==> src/rtl/irq_arb_pkg.sv <==
package irq_arb_pkg;
  localparam int NSRC   = 3;
  localparam int LVL_W  = 3;
  localparam int ARB_W  = 4;
  localparam int BASE_W = 6;
  localparam int CODE_W = 2;
  localparam int VEC_W  = BASE_W + CODE_W;
  localparam int ADDR_W = 3;
  localparam int DATA_W = 8;

  // priority index order: 0 = synchronous, 1 = port A, 2 = port B
  typedef enum logic [CODE_W-1:0] {
    CODE_ASYNC_A = 2'b00,
    CODE_ASYNC_B = 2'b01,
    CODE_SYNC    = 2'b10,
    CODE_NONE    = 2'b11
  } src_code_e;

  localparam logic [ADDR_W-1:0] FLD_LVL_SYNC = 3'd0;
  localparam logic [ADDR_W-1:0] FLD_LVL_A    = 3'd1;
  localparam logic [ADDR_W-1:0] FLD_LVL_B    = 3'd2;
  localparam logic [ADDR_W-1:0] FLD_ARB      = 3'd3;
  localparam logic [ADDR_W-1:0] FLD_BASE     = 3'd4;

  function automatic src_code_e idx_to_code(input logic [1:0] idx);
    case (idx)
      2'd0:    return CODE_SYNC;
      2'd1:    return CODE_ASYNC_A;
      2'd2:    return CODE_ASYNC_B;
      default: return CODE_NONE;
    endcase
  endfunction
endpackage

==> src/rtl/irq_arb_cfg.sv <==
module irq_arb_cfg #(
  parameter int LVL_W  = 3,
  parameter int ARB_W  = 4,
  parameter int BASE_W = 6,
  parameter int ADDR_W = 3,
  parameter int DATA_W = 8
) (
  input  logic              clk,
  input  logic              rst_n,
  input  logic              wr_en,
  input  logic [ADDR_W-1:0] wr_addr,
  input  logic [DATA_W-1:0] wr_data,
  output logic [LVL_W-1:0]  lvl_sync,
  output logic [LVL_W-1:0]  lvl_a,
  output logic [LVL_W-1:0]  lvl_b,
  output logic [ARB_W-1:0]  arb_num,
  output logic [BASE_W-1:0] vec_base
);
  import irq_arb_pkg::*;

  always_ff @(posedge clk) begin
    if (!rst_n) begin
      lvl_sync <= '0;
      lvl_a    <= '0;
      lvl_b    <= '0;
      arb_num  <= '0;
      vec_base <= '0;
    end else if (wr_en) begin
      case (wr_addr)
        FLD_LVL_SYNC: lvl_sync <= wr_data[LVL_W-1:0];
        FLD_LVL_A:    lvl_a    <= wr_data[LVL_W-1:0];
        FLD_LVL_B:    lvl_b    <= wr_data[LVL_W-1:0];
        FLD_ARB:      arb_num  <= wr_data[ARB_W-1:0];
        FLD_BASE:     vec_base <= wr_data[BASE_W-1:0];
        default: ;
      endcase
    end
  end
endmodule

==> src/rtl/irq_arb_prio.sv <==
module irq_arb_prio #(
  parameter int NSRC  = 3,
  parameter int LVL_W = 3,
  localparam int IDX_W = (NSRC > 1) ? $clog2(NSRC) : 1
) (
  input  logic [NSRC-1:0]             req,
  input  logic [NSRC-1:0][LVL_W-1:0]  lvl,
  output logic                        any,
  output logic [LVL_W-1:0]            top_lvl,
  output logic [IDX_W-1:0]            top_idx
);
  logic [NSRC-1:0] live;

  for (genvar g = 0; g < NSRC; g++) begin : g_live
    assign live[g] = req[g] && (lvl[g] != '0);
  end

  assign any = |live;

  // index 0 has precedence; strict compare keeps the earlier index on a tie
  always_comb begin
    top_lvl = '0;
    top_idx = '0;
    for (int i = 0; i < NSRC; i++) begin
      if (live[i] && (lvl[i] > top_lvl)) begin
        top_lvl = lvl[i];
        top_idx = IDX_W'(i);
      end
    end
  end
endmodule

==> src/rtl/irq_arb_ack.sv <==
module irq_arb_ack #(
  parameter int LVL_W  = 3,
  parameter int ARB_W  = 4,
  parameter int BASE_W = 6,
  parameter int CODE_W = 2,
  localparam int VEC_W = BASE_W + CODE_W
) (
  input  logic              clk,
  input  logic              rst_n,
  input  logic              iack_valid,
  input  logic [LVL_W-1:0]  iack_level,
  input  logic [ARB_W-1:0]  arb_other,
  input  logic              pend_any,
  input  logic [LVL_W-1:0]  pend_lvl,
  input  logic [CODE_W-1:0] pend_code,
  input  logic [ARB_W-1:0]  arb_num,
  input  logic [BASE_W-1:0] vec_base,
  output logic [ARB_W-1:0]  arb_bid,
  output logic              arb_win,
  output logic              vec_valid,
  output logic [VEC_W-1:0]  vec_out
);
  logic match;

  assign match   = iack_valid && pend_any && (iack_level == pend_lvl);
  assign arb_bid = (match && (arb_num != '0)) ? arb_num : '0;
  assign arb_win = (arb_bid != '0) && (arb_bid > arb_other);

  always_ff @(posedge clk) begin
    if (!rst_n) begin
      vec_valid <= 1'b0;
      vec_out   <= '0;
    end else begin
      vec_valid <= arb_win;
      vec_out   <= arb_win ? {vec_base, pend_code} : '0;
    end
  end
endmodule

==> src/rtl/irq_arb_unit.sv <==
module irq_arb_unit #(
  parameter int LVL_W  = irq_arb_pkg::LVL_W,
  parameter int ARB_W  = irq_arb_pkg::ARB_W,
  parameter int BASE_W = irq_arb_pkg::BASE_W,
  parameter int ADDR_W = irq_arb_pkg::ADDR_W,
  parameter int DATA_W = irq_arb_pkg::DATA_W,
  localparam int CODE_W = irq_arb_pkg::CODE_W,
  localparam int VEC_W  = BASE_W + CODE_W
) (
  input  logic              clk,
  input  logic              rst_n,
  input  logic              cfg_wr,
  input  logic [ADDR_W-1:0] cfg_addr,
  input  logic [DATA_W-1:0] cfg_wdata,
  input  logic              req_sync,
  input  logic              req_async_a,
  input  logic              req_async_b,
  output logic [LVL_W-1:0]  irq_level,
  input  logic              iack_valid,
  input  logic [LVL_W-1:0]  iack_level,
  input  logic [ARB_W-1:0]  arb_other,
  output logic [ARB_W-1:0]  arb_bid,
  output logic              arb_win,
  output logic              vec_valid,
  output logic [VEC_W-1:0]  vec_out
);
  import irq_arb_pkg::*;
  localparam int IDX_W = $clog2(NSRC);

  logic [LVL_W-1:0]             lvl_sync, lvl_a, lvl_b;
  logic [ARB_W-1:0]             arb_num;
  logic [BASE_W-1:0]            vec_base;
  logic [NSRC-1:0]              req_vec;
  logic [NSRC-1:0][LVL_W-1:0]   lvl_vec;
  logic                         pend_any;
  logic [LVL_W-1:0]             pend_lvl;
  logic [IDX_W-1:0]             pend_idx;
  logic [CODE_W-1:0]            pend_code;

  irq_arb_cfg #(
    .LVL_W(LVL_W), .ARB_W(ARB_W), .BASE_W(BASE_W),
    .ADDR_W(ADDR_W), .DATA_W(DATA_W)
  ) u_cfg (
    .clk(clk), .rst_n(rst_n),
    .wr_en(cfg_wr), .wr_addr(cfg_addr), .wr_data(cfg_wdata),
    .lvl_sync(lvl_sync), .lvl_a(lvl_a), .lvl_b(lvl_b),
    .arb_num(arb_num), .vec_base(vec_base)
  );

  // packed in precedence order
  assign req_vec = {req_async_b, req_async_a, req_sync};
  assign lvl_vec = {lvl_b, lvl_a, lvl_sync};

  irq_arb_prio #(.NSRC(NSRC), .LVL_W(LVL_W)) u_prio (
    .req(req_vec), .lvl(lvl_vec),
    .any(pend_any), .top_lvl(pend_lvl), .top_idx(pend_idx)
  );

  assign pend_code = idx_to_code(2'(pend_idx));
  assign irq_level = pend_lvl;

  irq_arb_ack #(
    .LVL_W(LVL_W), .ARB_W(ARB_W), .BASE_W(BASE_W), .CODE_W(CODE_W)
  ) u_ack (
    .clk(clk), .rst_n(rst_n),
    .iack_valid(iack_valid), .iack_level(iack_level), .arb_other(arb_other),
    .pend_any(pend_any), .pend_lvl(pend_lvl), .pend_code(pend_code),
    .arb_num(arb_num), .vec_base(vec_base),
    .arb_bid(arb_bid), .arb_win(arb_win),
    .vec_valid(vec_valid), .vec_out(vec_out)
  );
endmodule

==> config.mk <==
export PLATFORM = sky130hd
export DESIGN_NAME = irq_arb_unit
export DESIGN_NICKNAME = d
export VERILOG_FILES = /design/src/rtl/irq_arb_pkg.sv /design/src/rtl/irq_arb_cfg.sv /design/src/rtl/irq_arb_prio.sv /design/src/rtl/irq_arb_ack.sv /design/src/rtl/irq_arb_unit.sv
export SDC_FILE = /design/constraint.sdc
export NUM_CORES = 1
export LEC_CHECK = 0
export ABC_CLOCK_PERIOD_IN_PS = 7600
export CORE_MARGIN = 2
export CORE_UTILIZATION = 54
export CTS_BUF_LIST = sky130_fd_sc_hd__clkbuf_2 sky130_fd_sc_hd__clkbuf_4 sky130_fd_sc_hd__clkbuf_8
export CTS_CLUSTER_DIAMETER = 60
export DETAILED_ROUTE_END_ITERATION = 12
export DONT_BUFFER_PORTS = 1
export GPL_TIMING_DRIVEN = 0
export MAX_ROUTING_LAYER = met4
export PLACE_DENSITY_LB_ADDON = 0.08
export SYNTH_ARGS = -nofsm -noshare
export SYNTH_HDL_FRONTEND = slang
export SYNTH_SLANG_ARGS = --single-unit
==> constraint.sdc <==
create_clock -name clk -period 7.6 [get_ports clk]
set_clock_uncertainty 0.05 [all_clocks]
set_input_delay 1.9 -clock clk [delete_from_list [all_inputs] [get_ports clk]]
set_output_delay 1.9 -clock clk [all_outputs]
set_load 0.01 [all_outputs]
# [After elaboration in Yosys (flattened, before gate mapping)]
# Index checks and enable logic that the tools add are counted.
# Widths: inputs -> output; s select.
[totals] ff_bits=28 latch_bits=0 mem_bits_rw=0 romBits=0 in_bits=25 output_inout_bits=17 word_cells=49 memories=0
[classes] add_sub_neg=0 mul=0 div_mod_pow=0 magnitude_cmp=4 n_eq_ne=7 n_shift=0 mux=7 n_bitwise=0 n_reduce_logical=24
[ops] operator="$reduce_and 2->1" n=6
[ops] operator="$logic_and 1x1->1" n=10
[ops] operator="$mux 3" n=3
[ops] operator="$reduce_bool 3->1" n=3
[ops] operator="$reduce_bool 4->1" n=2
[ops] operator="$eq 3x2->1 const B" n=2
[ops] operator="$gt 3x3->1" n=2
[ops] operator="$pmux 2 s3" n=1
[ops] operator="$gt 4x4->1" n=1
[ops] operator="$mux 4" n=1
[ops] operator="$eq 3x1->1 const B" n=1
[ops] operator="$eq 3x3->1" n=1
[ops] operator="$eq 3x3->1 const B" n=1
[ops] operator="$gt 3x1->1 const B" n=1
[ops] operator="$logic_not 3->1" n=1
[ops] operator="$reduce_or 3->1" n=1
[ops] operator="$eq 2x1->1 const B" n=1
[ops] operator="$eq 2x2->1 const B" n=1
[ops] operator="$logic_not 2->1" n=1
[ops] operator="$mux 2" n=1
[ops] operator="$mux 1" n=1

# [Depth between registers and ports, before layout]
[depth] ltp_word=17 mapped_depth=23 depth_no_buf=22

# [Cells and area by module]
# A second synthesis with hierarchy kept.
[hier_totals] cells_unflattened=177 area_unflattened_um2=1647.8
[modules_own_cells] mod="irq_arb_cfg" n_inst=1 cells_per_inst=72 area_per_inst_um2=753.2 seq_area_each_um2=380.4
[modules_own_cells] mod="irq_arb_ack" n_inst=1 cells_per_inst=59 area_per_inst_um2=521.8 seq_area_each_um2=180.2
[modules_own_cells] mod="irq_arb_prio" n_inst=1 cells_per_inst=42 area_per_inst_um2=337.8 seq_area_each_um2=0.0
[modules_own_cells] mod="irq_arb_unit" n_inst=1 cells_per_inst=4 area_per_inst_um2=35.0 seq_area_each_um2=0.0

# [Worst setup path after synthesis]
# Ideal clock, no wire load.
[synth_timing] path_kind="input to output" startpoint="in req_sync" endpoint="out arb_win" t_arrival_ps=5399 required_time_ps=5650 path_slack_ps=251 path_stages=19 path_buffers=0 cell_sequence="nand2_1 ha_1 and3b_1 o21ai_1 o21bai_1 and2_1 ha_1 nor2b_1 o21ai_1 a21o_4 a31oi_2 xnor2_1 and2_1 and4_1 ha_1 a21oi_1 o21ai_0 o21a_1 and4_1"
[synth_between] elab_chain_len=15 word_cells_on_any_way=18 cone_classes="3 x order compare; 1 x eq/ne; 4 x mux; 10 x reduce/logical"
[synth_rtl] element="from (decl)" line="irq_arb_unit.sv:15" source="input logic req_sync,"
[synth_rtl] element="$logic_and 1x1->1 *" line="irq_arb_prio.sv:15" source="assign live[g] = req[g] && (lvl[g] != '0);"
[synth_rtl] element="$logic_and 1x1->1 *" line="irq_arb_prio.sv:25" source="if (live[i] && (lvl[i] > top_lvl)) begin"
[synth_rtl] element="$mux 3 *" line="irq_arb_prio.sv:25"
[synth_rtl] element="$gt 3x3->1" line="irq_arb_prio.sv:25"
[synth_rtl] element="$logic_and 1x1->1" line="irq_arb_prio.sv:25"
[synth_rtl] element="$mux 3 *" line="irq_arb_prio.sv:25"
[synth_rtl] element="$gt 3x3->1" line="irq_arb_prio.sv:25"
[synth_rtl] element="$logic_and 1x1->1" line="irq_arb_prio.sv:25"
[synth_rtl] element="$mux 3 *" line="irq_arb_prio.sv:25"
[synth_rtl] element="named net irq_level[1]" line="irq_arb_unit.sv:18" source="output logic [LVL_W-1:0] irq_level,"
[synth_rtl] element="$eq 3x3->1 *" line="irq_arb_ack.sv:25" source="assign match = iack_valid && pend_any && (iack_level == pend_lvl);"
[synth_rtl] element="$logic_and 1x1->1 *" line="irq_arb_ack.sv:25"
[synth_rtl] element="$logic_and 1x1->1 *" line="irq_arb_ack.sv:26" source="assign arb_bid = (match && (arb_num != '0)) ? arb_num : '0;"
[synth_rtl] element="$mux 4 *" line="irq_arb_ack.sv:26"
[synth_rtl] element="named net arb_bid[3]" line="irq_arb_unit.sv:22" source="output logic [ARB_W-1:0] arb_bid,"
[synth_rtl] element="$gt 4x4->1 / $reduce_bool 4->1 (equally long branches)" line="irq_arb_ack.sv:27" source="assign arb_win = (arb_bid != '0) && (arb_bid > arb_other);"
[synth_rtl] element="$logic_and 1x1->1 *" line="irq_arb_ack.sv:27"
[synth_rtl] element="to (decl)" line="irq_arb_unit.sv:23" source="output logic arb_win,"
# Mark *: on every way through the listed nets, which the timed path passes. The rest lies on a longest branch.

# [Final worst setup path]
# Same ends and word-level chain as after synthesis.

==> summary.md <==
| Metric | Value |
|---|---|
| Syn_nets | `between 150 and 200` |
| Most common library cell in the layout ignoring fill and taps | `dfxtp_1` |
| Crit path setup slack, layout | `between 0.1 and 0.15 ns` |
| Core Rows | `19` |
| Cells after Synth | `156` |
| Die span in y | `just under 60 µm` |
| Total power | `roughly 0.00028 W` |
| Clock network fraction of total power | `between 30% and 40%` |
| Switching power | `0.0000600 W` |
| HP Class | `reg2reg` |
| Minimum period implied by the final worst setup slack | `around 7.5 ns` |
| Critical-path top delay cell | `ha_1` |
| Switch share | `21.7%` |
| First-pass GRT wire length | `5.03 mm` |
| HPWL Detailed | `2.38 mm` |
| Peak fanout along the critical path | `7` |
| Required arrival time at the worst endpoint | `5.65 ns` |
| Synth warnings | `0` |
| Compound-Gate Fraction of Synth Area | `15.4%` |
| Layout cells sized above 1 | `28.2%` |
| Peak Freq | `~0.13 GHz` |
| WP buf/inv | `0` |
| Sequential fraction of design power | `54.6%` |
| Maximum single-stage delay on the critical path | `0.32 ns` |
| Main combinational cell family by area after synthesis | `simple AND/OR/NAND/NOR gates` |
| Total Wirelength | `3.25 mm` |
| Port buffer count | `0` |
| Clock-pin slew on the worst setup and hold paths | `0.15 ns` |
| Sequential element share of the synthesized area | `35.7%` |
| Endpoint kind of the worst setup timing path | `primary output` |
| Placed Cells incl. Taps | `187` |
| Initial drt markers | `46` |
| Setup Crit Path Kind | `in2out` |
| Antenna violations before repair | `0` |
| Critical Path, Cell by Cell | `nand2_1 -> ha_4 -> and3b_2 -> o21a_1 -> nand3_2 -> and2_1 -> ha_1 -> a31o_4 -> a21o_4 -> a31oi_4 -> xnor2_2 -> and2_4 -> and4_4 -> ha_1 -> a21oi_1 -> o21ai_1 -> o21a_1 -> and4_4` |
| Tot GR Track Use | `20.1%` |
| Max-slew headroom | `between 50% and 60%` |
| Least-Margin Pin Slew | `~0.6 ns` |
| Outcome | `completed` |
| Power Internal | `0.000216 W` |
| Worst EP arrival | `5.53 ns` |
| Remaining routing DRC violations | `0` |
| Combinational share of power | `10.4%` |
| Most frequent cells in the layout | `28 x dfxtp_1, 21 x nor2b_1, 17 x mux2i_1` |
| CTS tree | `built` |
| Nature of the critical path startpoint | `primary input` |
| Via count of the first global-routing pass | `around 1100` |
| Clock tree root buffer cell | `clkbuf_4` |
| Count of vias placed by the detailed router | `between 1000 and 1500` |
| Final hold violation count | `0` |
| Initial standard-cell utilization of the core | `56.9%` |
| Area of the placeable core | `0.00276 mm²` |
| Synth Register Bits | `28` |
| Area share of the largest cell type after synthesis | `35.7%` |
| Overflow left after global routing | `0` |
| H-tree levels | `1` |
| # Max-Cap Violations | `0` |
| Number of primary I/O pins | `between 40 and 50` |
| Largest net degree at the start of global routing | `17` |
| Pwr per Cell Area | `150 mW/mm²` |
| Post-synthesis share of cell area spent on and, or, nand and nor gates | `24.8%` |
| Final max-slew violation count | `0` |
| Number of clock sinks seen by CTS | `28` |
| Mux contribution to synthesized area | `10.8%` |
| WHS | `0.436 ns` |
| Kind of cell with the highest combined delay on the critical path | `compound AO/OA/AOI/OAI gates` |
| Detailed-router iteration count before antenna repair | `4` |
| Maximum buffer depth of the clock tree | `2` |
| Worst-case setup slack after placement | `-0.183 ns` |
| Xor and xnor area share after synthesis | `between 2 and 2.5%` |
| N_diodes | `0` |
| Clock Latency Late Sink | `0.32 ns` |
| Synthesized area per cell | `10.1 µm²` |
| Post-route clock period utilization | `between 90 and 100%` |
| Number of inserted filler cells in the final layout | `approximately 220` |
| Final count of negative-setup-slack endpoints | `0` |
| Synthesized cell area | `between 0.0015 and 0.002 mm²` |
| Final net count | `199` |
| Largest cells by area after synthesis | `dfxtp_1 36%, mux2i_1 11%, nor2b_1 8.4%` |
| Per-cell via count in the routed design | `5.92` |
| Final Wtd Congestion | `0.718` |
| Maximum vdd ir drop | `181 µV` |
| Horizontal extent of the die | `57.9 µm` |
| Adder-Cell Fraction of Synth Area | `7.97%` |
| Setup TNS after final layout | `0 ns` |
| Area added between synthesis and finish | `17.2%` |
| Cell taking the most area after synthesis | `dfxtp_1` |
| Die footprint | `0.00335 mm²` |
| Leakage | `0.686 nW` |
| Final standard cell count with taps included and fillers excluded | `around 190` |
| Antenna viol nets, final | `0` |
| Post-cts hold buffer count | `0` |
| Number of buffers created by CTS | `3` |
| Routed WL per cell | `16.7 µm` |
| Netlist cell types | `37` |
==> cells in the mapped netlist, drive strengths merged <==
cell type,instances
nand2,7
buf,1
nor2b,21
a211oi,3
a21oi,4
inv,7
nor2,3
nor3,1
dfxtp,28
and4b,1
and3b,3
a21o,2
nand3,6
ha,10
and4,6
a31o,1
and2,10
mux2i,17
a31oi,4
o21ai,4
o21bai,2
xnor2,3
nand4,1
o31ai,3
o41ai,1
o211a,1
o21a,2
clkbuf,3
nor3b,1
==> stage by stage <==
stage          utilization (%)  area [µm²]
2_1_floorplan                -        1570
3_3_place_gp              58.3        1610
3_5_place_dp              58.3        1610
4_1_cts                   61.5        1700
5_1_grt                   66.7        1840
6_report                  66.7        1840
==> path summary, 6_finish.rpt <==
| check | start | cells after the start | end | slack, ns |
|---|---|---|---|---|
| setup / recovery | req_sync | 18 | arb_win | 0.12 |
| hold / removal | u_cfg.vec_base[1]$_SDFFE_PN0P_ | 1 | u_ack.vec_out[3]$_SDFF_PN0_ | 0.44 |
| setup reg to reg | u_cfg.lvl_sync[2]$_SDFFE_PN0P_ | 22 | u_ack.vec_out[2]$_SDFF_PN0_ | 2.91 |
| hold reg to reg | u_cfg.vec_base[1]$_SDFFE_PN0P_ | 1 | u_ack.vec_out[3]$_SDFF_PN0_ | 0.44 |
==> per-layer routing <==
layer	wire length (µm)	up-vias	part of all wire, %	global-route usage, %
met5	0	-	0	-
met4	43	0	1.3	4.32
met3	251	6	7.7	5.80
met2	1580	41	49	33.4
met1	1380	532	42	24.3
li1	-	570	-	-
==> kinds of logic (layout without fill, tap and decap cells) <==
group / after synthesis / in the layout
AO/OA/AOI/OAI: 27 / 27
XOR/XNOR: 3 / 3
adder cells (fa/ha/maj): 10 / 10
buffers and inverters: 11 / 18
flip-flops: 28 / 28
multiplexers: 17 / 17
AND/OR/NAND/NOR: 60 / 60
==> flip-flops by register name, summed over array words and instances (netlist names) <==
| register | cells |
|---|---|
| u_ack.vec_valid | 1 |
| u_cfg.lvl_sync | 3 |
| u_cfg.lvl_b | 3 |
| u_cfg.vec_base | 6 |
| u_cfg.arb_num | 4 |
| u_ack.vec_out | 8 |
| u_cfg.lvl_a | 3 |
==> worst reg2reg max path, stage by stage, from the launching register on <==
cell and delay [ns]:
dfxtp_1 0.39, nand2_1 0.11, ha_4 0.30, and3b_2 0.22
o21a_1 0.20, nand3_2 0.14, and2_1 0.20, ha_1 0.32
a31o_4 0.28, a21o_4 0.23, a31oi_4 0.26, xnor2_2 0.15
and2_4 0.20, and4_4 0.24, ha_1 0.24, a21oi_1 0.14
o21ai_1 0.09, o21a_1 0.12, buf_4 0.14, nand3_1 0.07
and4b_1 0.21, buf_6 0.14, and2_4 0.15
==> layout make-up <==
| type | count | area [µm²] | area share [%] |
|---|---|---|---|
| Sequential cell | 28 | 561 | 30.5 |
| Multi-Input combinational cell | 117 | 1120 | 60.7 |
| Buffer | 4 | 22.5 | 1.22 |
| Clock inverter | 1 | 30.0 | 1.63 |
| Tap cell | 31 | 38.8 | 2.11 |
| Inverter | 7 | 26.3 | 1.43 |
| Timing Repair Buffer | 3 | 22.5 | 1.22 |
| Clock buffer | 3 | 22.5 | 1.22 |
==> timing repair <==
| item | 4_1_cts | 5_1_grt |
|---|---|---|
| setup endpoints to repair | 1 | 1 |
| buffers inserted | 0 | 3 |
| endpoints found under the hold margin | 0 | 0 |
| pin swaps | 0 | 7 |
| gates resized for setup | 8 | 20 |
==> power by group through the flow <==
stage	clock network (W)	logic [W]	registers, W
after detailed placement	0	0.0000222	0.000154
after global routing	0.000103	0.0000318	0.000151
final	0.0000966	0.0000288	0.000151
after CTS	0.0000986	0.0000237	0.000151
after floorplan	0	0.0000186	0.000153
after global placement	0	0.0000214	0.000154
Note: power is estimated with default switching activity, not from simulation.
